==> config.mk <==
export PLATFORM = sky130hd
export DESIGN_NAME = gated_ratio_divider
export DESIGN_NICKNAME = d
export VERILOG_FILES = /design/src/rtl/gdiv_pkg.sv /design/src/rtl/gdiv_ctrl.sv /design/src/rtl/gdiv_datapath.sv /design/src/rtl/gated_ratio_divider.sv
export SDC_FILE = /design/constraint.sdc
export NUM_CORES = 1
export LEC_CHECK = 0
export BUFFER_PORTS_ARGS = -buffer_cell sky130_fd_sc_hd__buf_4
export CAP_MARGIN = 20
export CORE_UTILIZATION = 35
export DETAILED_ROUTE_END_ITERATION = 7
export PLACE_DENSITY = 0.61
export SETUP_SLACK_MARGIN = 0.1
export SLEW_MARGIN = 5
export SYNTH_ARGS = -nofsm -noshare
export SYNTH_HDL_FRONTEND = slang
export SYNTH_SLANG_ARGS = --single-unit
==> constraint.sdc <==
create_clock -name clk -period 6.23 [get_ports clk]
set_input_delay 0.623 -clock clk [delete_from_list [all_inputs] [get_ports clk]]
set_output_delay 0.623 -clock clk [all_outputs]
set_load 0.02 [all_outputs]
==> src/rtl/gdiv_pkg.sv <==
package gdiv_pkg;

  // How the period and high fields are interpreted
  typedef enum logic {
    BASE_ZERO = 1'b0,   // field v means v+1 cycles
    BASE_ONE  = 1'b1    // field v means v cycles
  } divBase_e;

  // Strobes from control to datapath
  typedef struct packed {
    logic run;    // a nonzero period is in force
    logic wrap;   // counter returns to the first cycle of a period
  } divStrobe_t;

endpackage

==> src/rtl/gdiv_ctrl.sv <==
module gdiv_ctrl
  import gdiv_pkg::*;
#(
  parameter int DIV_W = 6
) (
  input  logic               clk,
  input  logic               rstN,
  input  logic               cfgWrEn,
  input  logic [DIV_W-1:0]   cfgPeriod,
  input  logic [DIV_W-1:0]   cfgHigh,
  input  logic               cfgOneBased,
  input  logic               lastCycle,
  output divStrobe_t         strobe,
  output logic [DIV_W:0]     periodLen,
  output logic [DIV_W:0]     highLen,
  output logic               running,
  output logic               boundary,
  output logic               pendZero,
  output logic [2*DIV_W:0]   activeWord
);

  localparam int LEN_W = DIV_W + 1;

  logic [DIV_W-1:0] pendPeriod, pendHigh;
  divBase_e         pendBase;
  logic [DIV_W-1:0] actPeriod, actHigh;
  divBase_e         actBase;
  logic [LEN_W-1:0] rawHigh;

  // Pending settings: overwritten by every write
  always_ff @(posedge clk) begin
    if (!rstN) begin
      pendPeriod <= '0;
      pendHigh   <= '0;
      pendBase   <= BASE_ZERO;
    end else if (cfgWrEn) begin
      pendPeriod <= cfgPeriod;
      pendHigh   <= cfgHigh;
      pendBase   <= divBase_e'(cfgOneBased);
    end
  end

  // Active settings: replaced only at a period boundary or while stopped
  always_ff @(posedge clk) begin
    if (!rstN) begin
      actPeriod <= '0;
      actHigh   <= '0;
      actBase   <= BASE_ZERO;
    end else if (boundary) begin
      actPeriod <= pendPeriod;
      actHigh   <= pendHigh;
      actBase   <= pendBase;
    end
  end

  always_comb begin
    running  = (actPeriod != '0);
    boundary = !running || lastCycle;

    if (actBase == BASE_ONE) begin
      periodLen = {1'b0, actPeriod};
      rawHigh   = {1'b0, actHigh};
    end else begin
      periodLen = {1'b0, actPeriod} + LEN_W'(1);
      rawHigh   = {1'b0, actHigh} + LEN_W'(1);
    end

    // A one-cycle period is a continuous enable; otherwise keep one low cycle
    if (periodLen == LEN_W'(1))
      highLen = LEN_W'(1);
    else if (rawHigh >= periodLen)
      highLen = periodLen - LEN_W'(1);
    else
      highLen = rawHigh;

    strobe.run  = running;
    strobe.wrap = boundary;
  end

  assign pendZero   = (pendPeriod == '0);
  assign activeWord = {actBase, actHigh, actPeriod};

endmodule

==> src/rtl/gdiv_datapath.sv <==
module gdiv_datapath
  import gdiv_pkg::*;
#(
  parameter int DIV_W = 6
) (
  input  logic               clk,
  input  logic               rstN,
  input  divStrobe_t         strobe,
  input  logic [DIV_W:0]     periodLen,
  input  logic [DIV_W:0]     highLen,
  output logic [DIV_W-1:0]   cnt,
  output logic               lastCycle,
  output logic               divClk,
  output logic               periodTick
);

  localparam int LEN_W = DIV_W + 1;

  logic [LEN_W-1:0] cntWide;

  // Position inside the current period; held at 0 while stopped
  always_ff @(posedge clk) begin
    if (!rstN)
      cnt <= '0;
    else if (strobe.wrap)
      cnt <= '0;
    else
      cnt <= cnt + DIV_W'(1);
  end

  always_comb begin
    cntWide    = {1'b0, cnt};
    lastCycle  = strobe.run && (cntWide == periodLen - LEN_W'(1));
    divClk     = strobe.run && (cntWide < highLen);
    periodTick = strobe.run && (cnt == '0);
  end

endmodule

==> src/rtl/gated_ratio_divider.sv <==
module gated_ratio_divider
  import gdiv_pkg::*;
#(
  parameter int DIV_W = 6
) (
  input  logic             clk,
  input  logic             rstN,
  input  logic             cfgWrEn,
  input  logic [DIV_W-1:0] cfgPeriod,
  input  logic [DIV_W-1:0] cfgHigh,
  input  logic             cfgOneBased,
  output logic             divClk,
  output logic             periodTick
);

  divStrobe_t       strobe;
  logic [DIV_W:0]   periodLen, highLen;
  logic [DIV_W-1:0] cnt;
  logic             lastCycle, running, boundary, pendZero;
  logic [2*DIV_W:0] activeWord;

  gdiv_ctrl #(.DIV_W(DIV_W)) u_ctrl (
    .clk        (clk),
    .rstN       (rstN),
    .cfgWrEn    (cfgWrEn),
    .cfgPeriod  (cfgPeriod),
    .cfgHigh    (cfgHigh),
    .cfgOneBased(cfgOneBased),
    .lastCycle  (lastCycle),
    .strobe     (strobe),
    .periodLen  (periodLen),
    .highLen    (highLen),
    .running    (running),
    .boundary   (boundary),
    .pendZero   (pendZero),
    .activeWord (activeWord)
  );

  gdiv_datapath #(.DIV_W(DIV_W)) u_dp (
    .clk       (clk),
    .rstN      (rstN),
    .strobe    (strobe),
    .periodLen (periodLen),
    .highLen   (highLen),
    .cnt       (cnt),
    .lastCycle (lastCycle),
    .divClk    (divClk),
    .periodTick(periodTick)
  );

endmodule

==> results.md, run 1 <==
* MaxCap Viol Count at 0
* WP data arrival at between 4 and 5 ns
* Fraction of the mapped netlist area in adder cells at under 10%
* Ys flop type: dfxtp_1
* CP Data Required Time at 5.61 ns
* Slew Limit Headroom at around 54%
* Drt wl/cell at 15.7 um
* Synthesis-to-layout area growth at 9.28%
* CP delay by family, top: adder cells
* Main combinational cell family by area after synthesis: simple AND/OR/NAND/NOR gates
* Total CTS buffers at 5
* Final wirelength at 6410 um
* Iter 0 DRT Violations at 142
* Antenna violations before repair at 0
* Crit-path max cell delay at 0.57 ns
* First-pass GRT wire length at 11,000 um
* 1st-pass router iterations at 4
* Synth cell types at 69
* Post-synth top area share at 23.1%
* Synth area leader: dfxtp_1
* Global route overflow at 0
* Initial core utilization at 36.1%
* Vias in the first global route at 2,211
* Fmax at 0.193 GHz
* Synth Instances at 302
* Row count at 32
* Critical path buffer and inverter count at 1
* Largest net degree at the start of global routing at a little under 60
* XOR/XNOR Fraction of Synth Area at 11.2%
* Setup Crit Path Kind: reg -> out
* Hold WC Path Type: reg -> reg
* Residual DRC count at 0
* Clock Latency Late Sink at 0.29 ns
* CTS clk-pin slew, worst paths at 0.07 ns
* Unrepaired setup endpoints after global routing: false
* I/O pin count at 18
* Startpoint Class: flip-flop
* Post-route ant nets at 0
* Slowest-stage cell, CP: dfxtp_1
* Routed vias at roughly 2.3k
* Clk root buf: clkbuf_8
* Hold Violations, Final at 0
* Fraction of layout instances using a drive strength above 1 at 17.7%
* All-Layer GR Usage at 16.5%
* Final nets at 336
* Ant. Diodes at 0
* Non-Filler Instances at 407
* Setup TNS at 0 ns
* Yosys reg bits at 32
* Status: finished, final reports clean
* Sequence of cells on the critical path: ha_1 > and2b_4 > xnor2_4 > ha_1 > a21oi_1 > o31ai_1 > maj3_2 > or4_1 > a32oi_1 > o21ai_1 > ha_1 > nand3_1 > a211oi_1 > o21ai_0 > nor4_1 > o221ai_1 > buf_4
* Yosys warnings at 0
* Post-synthesis simple-gate area fraction at 25.2%
* Die height at ~91 um
* Die W at 91.1 um
* H-tree levels at 2
* Detail Placement HPWL at ~4700 um
* Compound-Gate Fraction of Synth Area at 21.9%
* Setup violations, final at 0
* Post-CTS Setup Bufs at 0
* Crit. End Element: output pin
* Net Count, Synth at 334
* CP dominant cell by count: ha_1
* RD Place Congestion at 0.865
* Worst slew pin tran at between 0.6 and 0.7 ns
* Final Max Slew Viols at 0
* Clock Sinks at 32
* Synth top area cells: dfxtp_1 23%, ha_1 7.2%, mux2i_1 5.4%, o211ai_2 4.5%, nand3_1 4.0%
* Mux cell area share after synthesis at about 5.8%
* Count of input and output buffers at 17
* Synth Cell Area at roughly 2800 sq um
* Average via count per standard cell at 5.67
* Tmin final at 5.17 ns
* Clock Path Buffers at 2
* Worst-path fanout max at 10
* Final hold slack at 0.517 ns
* Post-synth ARST share at 0%
* Placed instance count at 399
* Mean post-synth cell area at ~9 sq um
* Register area share after synthesis at 23.1%
* EDFF count, synth at 0
* CTS Hold Bufs at 0
* Core Box Area at 7690 sq um
* Die ar. at 8290 sq um
* Post-CTS sizing at 0
* CTS tree: yes
* Setup Skew at 0.00399 ns
* Tcrit/Tclk final at 83.0%
[synthesized netlist by cell type (all sizes together) (4+ instances only)]
master,n
a21oi,6
a31oi,4
a32oi,10
and3,15
buf,8
clkbuf,15
dfxtp,32
ha,16
inv,7
mux2i,15
nand2,8
nand3,23
nand4,4
nor2,6
nor2b,14
nor3,8
nor4,8
o211ai,18
o21ai,6
o311ai,5
o31ai,10
xnor2,12
xor2,8
[routing by layer]
metal | global-route usage [%] | up-vias | wire, um
met1 | 22.7 | 1090 | 3200
met3 | 3.69 | 5 | 263
li1 | - | 1172 | -
met2 | 26.6 | 41 | 2900
met4 | 3.31 | 0 | 46
met5 | 0 | - | 0
[worst paths after layout]
path | startpoint | end | slack, ns | cells after the start
setup / recovery | u_ctrl.actPeriod[0] | divClk | 1.06 | 17
hold / removal | u_ctrl.pendPeriod[4] | u_ctrl.actPeriod[4] | 0.52 | 2
setup reg to reg | u_ctrl.actPeriod[0] | u_ctrl.actHigh[5] | 2.94 | 9
hold reg to reg | u_ctrl.pendPeriod[4] | u_ctrl.actPeriod[4] | 0.52 | 2
[logic make-up (layout without fill, tap and decap cells)]
logic type               count (synthesis)  after routing
AO/OA/AOI/OAI                           74             74
XOR/XNOR                                24             24
adder cells (fa/ha/maj)                 17             17
buffers and inverters                   30             33
flip-flops                              32             32
multiplexers                            16             16
AND/OR/NAND/NOR                        109            109
[worst register-to-register path: cells and delay by family, from the launching register on]
family | cells | cell delay (ns)
multiplexers | 1 | 0.28
XOR/XNOR | 1 | 0.20
AND/OR/NAND/NOR | 3 | 1.15
adder cells (fa/ha/maj) | 2 | 0.67
AO/OA/AOI/OAI | 1 | 0.21
flip-flops | 1 | 0.57
buffers and inverters | 1 | 0.13
[registers in the layout, indices dropped and copies added (netlist names)]
signal             count
u_dp.cnt               6
u_ctrl.actPeriod       6
u_ctrl.actHigh         6
u_ctrl.pendPeriod      6
u_ctrl.pendBase        1
u_ctrl.actBase         1
u_ctrl.pendHigh        6
[layout make-up]
type,count,area [sq um]
Multi-Input combinational cell,240,1990
Sequential cell,32,641
Clock buffer,5,68.8
Clock inverter,3,42.5
Timing Repair Buffer,18,135
Fill cell,816,4650
Tap cell,102,128
Inverter,7,26.3
[metrics by stage]
stage               util (%)  area (sq um)  setup WS [ns]
floorplan                  -          2780           1.90
global placement        38.0          2920           1.53
detailed placement      38.0          2920           1.39
CTS                     39.5          3030           1.07
global route            39.5          3030          0.630
finish                  39.5          3030           1.06
[layout by cell type, fill, tap and decap left out, drive strengths merged, types with 8 or more instances in the layout]
| cell type | count |
|---|---|
| xnor2 | 12 |
| dfxtp | 32 |
| nor4 | 8 |
| mux2i | 15 |
| ha | 16 |
| buf | 18 |
| nand2 | 8 |
| o211ai | 18 |
| nand3 | 23 |
| nor2b | 14 |
| xor2 | 8 |
| nor3 | 8 |
| a32oi | 10 |
| o31ai | 10 |
| and3 | 15 |
Power of run 1 is not shown: default switching activity piles up to over one toggle a cycle in this logic, so the estimate is an artifact.
==> run 2: changes to the inputs <==
clock period = 5 ns   (was 6.23 ns; I/O delays follow)
==> run 2 against run 1 <==
  * Critical path depth did not move
  * Hold slack worse by 0.051 ns
  * Sequential share of layout area is 0.43 points lower
  * Via count grew 4.4%
  * First-iteration DRC count is 9.2% lower
  * Setup slack worse by 0.73 ns
  * Critical path type unchanged
  * Highest routed layer unchanged
==> results.md, run 2 (synthesis results as in run 1) <==
* Status: finished, final reports clean
* CP Data Required Time at 4.50 ns (-1.11 ns)
* Total CTS buffers at 5 (unchanged)
* Largest net degree at the start of global routing at 58 (unchanged)
* Hold WC Path Type: in -> reg
* Tcrit/Tclk final at 93.3%
* Antenna violations before repair at 0 (unchanged)
* Routed vias at 2,410 (+4.4%)
* Clock Sinks at 32 (unchanged)
* CTS Hold Bufs at 0 (unchanged)
* Setup Crit Path Kind: reg -> out
* Average via count per standard cell at 5.85 (+3.2%)
* Crit-path max cell delay at 0.47 ns (-0.10 ns)
* Most common cell after layout, fill and taps aside: dfxtp_1
* Unrepaired setup endpoints after global routing: false
* Area of the multi-input gates at 2060 sq um (+3.5%)
* Fraction of layout instances using a drive strength above 1 at 23.5% (+5.8 points)
* Post-route ant nets at 0 (unchanged)
* Drt wl/cell at 16.3 um (+3.2%)
* CTS tree: yes
* Final nets at 341 (+1.5%)
* Fmax at 0.214 GHz
* Slew Limit Headroom at 51.6% (-2.7 points)
* 1st-pass router iterations at 4 (unchanged)
* Row count at 32 (unchanged)
* Slowest-stage cell, CP: or4_4
* Final Max Slew Viols at 0 (unchanged)
* Iter 0 DRT Violations at 129 (-9.2%)
* CP dominant cell by count: ha_4
* Tmin final at 4.67 ns
* First-pass GRT wire length at 11,100 um (+0.31%)
* FF+latch area at 652 sq um (+1.8%)
* Crit. End Element: output pin
* Sequence of cells on the critical path: ha_4 > and2b_4 > xnor2_4 > ha_4 > a21oi_1 > o31ai_1 > maj3_2 > or4_4 > a32oi_2 > o21ai_1 > ha_1 > nand3_1 > a211oi_2 > o21ai_0 > nor4_1 > o221ai_1 > buf_4
* Worst slew pin tran at 0.725 ns (+0.0405 ns)
* All-Layer GR Usage at 16.5% (about the same)
* Detail Placement HPWL at 4750 um (+1.1%)
* WP data arrival at 4.17 ns (-0.38 ns)
* Die height at 91.1 um (unchanged)
* Startpoint Class: flip-flop
* Final wirelength at 6700 um (+4.5%)
* Clock Latency Late Sink at 0.29 ns (about the same)
* Synthesis-to-layout area growth at 13.5%
* MaxCap Viol Count at 0 (unchanged)
* Clock Path Buffers at 2 (unchanged)
* Core Box Area at 7690 sq um (unchanged)
* Initial core utilization at 36.1% (unchanged)
* Count of input and output buffers at 17 (unchanged)
* Most frequent cells in the layout: 27 x dfxtp_1, 23 x buf_4, 22 x nand3_1
* Filler cell count at 799 (-2.1%)
* Setup violations, final at 0 (unchanged)
* CTS clk-pin slew, worst paths at 0.08 ns (about the same)
* Hold Violations, Final at 0 (unchanged)
* Clk root buf: clkbuf_8
* RD Place Congestion at 0.856 (-1.1%)
* Setup TNS at 0 ns (unchanged)
* Vias in the first global route at 2,236 (+1.1%)
* Global route overflow at 0 (unchanged)
* Worst-path fanout max at 6 (-4)
* I/O pin count at 18 (unchanged)
* Residual DRC count at 0 (unchanged)
* Die ar. at 8290 sq um (unchanged)
* Ant. Diodes at 0 (unchanged)
* Setup Skew at 0.00893 ns (+0.00495 ns)
* H-tree levels at 2 (unchanged)
* Die W at 91.1 um (unchanged)
## run 2: cell type report
type | count | area share, %
Multi-Input combinational cell | 240 | 65.4
Timing Repair Buffer | 23 | 5.48
Sequential cell | 32 | 20.7
Clock buffer | 5 | 2.18
Inverter | 7 | 0.834
Clock inverter | 3 | 1.35
Tap cell | 102 | 4.05
## run 2: worst paths after layout
kind,start,slack [ns],cells after the start,endpoint
worst max register to register,u_ctrl.actPeriod[0],1.96,9,u_ctrl.actPeriod[5]
worst min-delay path,cfgHigh[3],0.47,3,u_ctrl.pendHigh[3]
worst max-delay path,u_ctrl.actPeriod[1],0.33,17,divClk
worst min register to register,u_ctrl.pendHigh[5],0.51,2,u_ctrl.actHigh[5]
## run 2: metal layers
metal	share of wire [%]	vias to the layer above	wire length [um]	track usage, %
met4	1.3	0	89	4.37
met1	49	1161	3270	22.5
met5	0	-	0	0
met2	46	58	3080	26.4
li1	-	1181	-	-
met3	3.8	10	254	3.52
## run 2: through the flow
| stage | hold slack (ns) | std cells | util [%] | cell area [sq um] | setup slack, ns |
|---|---|---|---|---|---|
| 6_report | 0.466 | 412 | 41.0 | 3150 | 0.333 |
| 5_1_grt | 0.457 | 412 | 41.0 | 3150 | 0.151 |
| 4_1_cts | 0.456 | 410 | 39.8 | 3060 | 0.110 |
| 3_5_place_dp | 0.510 | 402 | 38.3 | 2950 | 0.432 |
| 3_3_place_gp | 0.490 | 402 | 38.3 | 2950 | 0.584 |
| 2_1_floorplan | 0.471 | 302 | - | 2780 | 0.795 |
## run 2: repair_timing
action | in CTS | in global routing
hold endpoints to repair | 0 | 0
setup buffers | 0 | 2
setup endpoints to repair | 0 | 1
resized for setup | 0 | 18
## run 2: worst max-delay path: cells and delay by family (launching register included)
family / cells / cell delay, ns
fa+ha+maj: 4 / 1.09
simple gates: 4 / 1.07
compound gates: 7 / 0.92
flops: 1 / 0.38
xor+xnor: 1 / 0.25
buf+inv: 1 / 0.18
Power of run 2 is left out for the same reason.
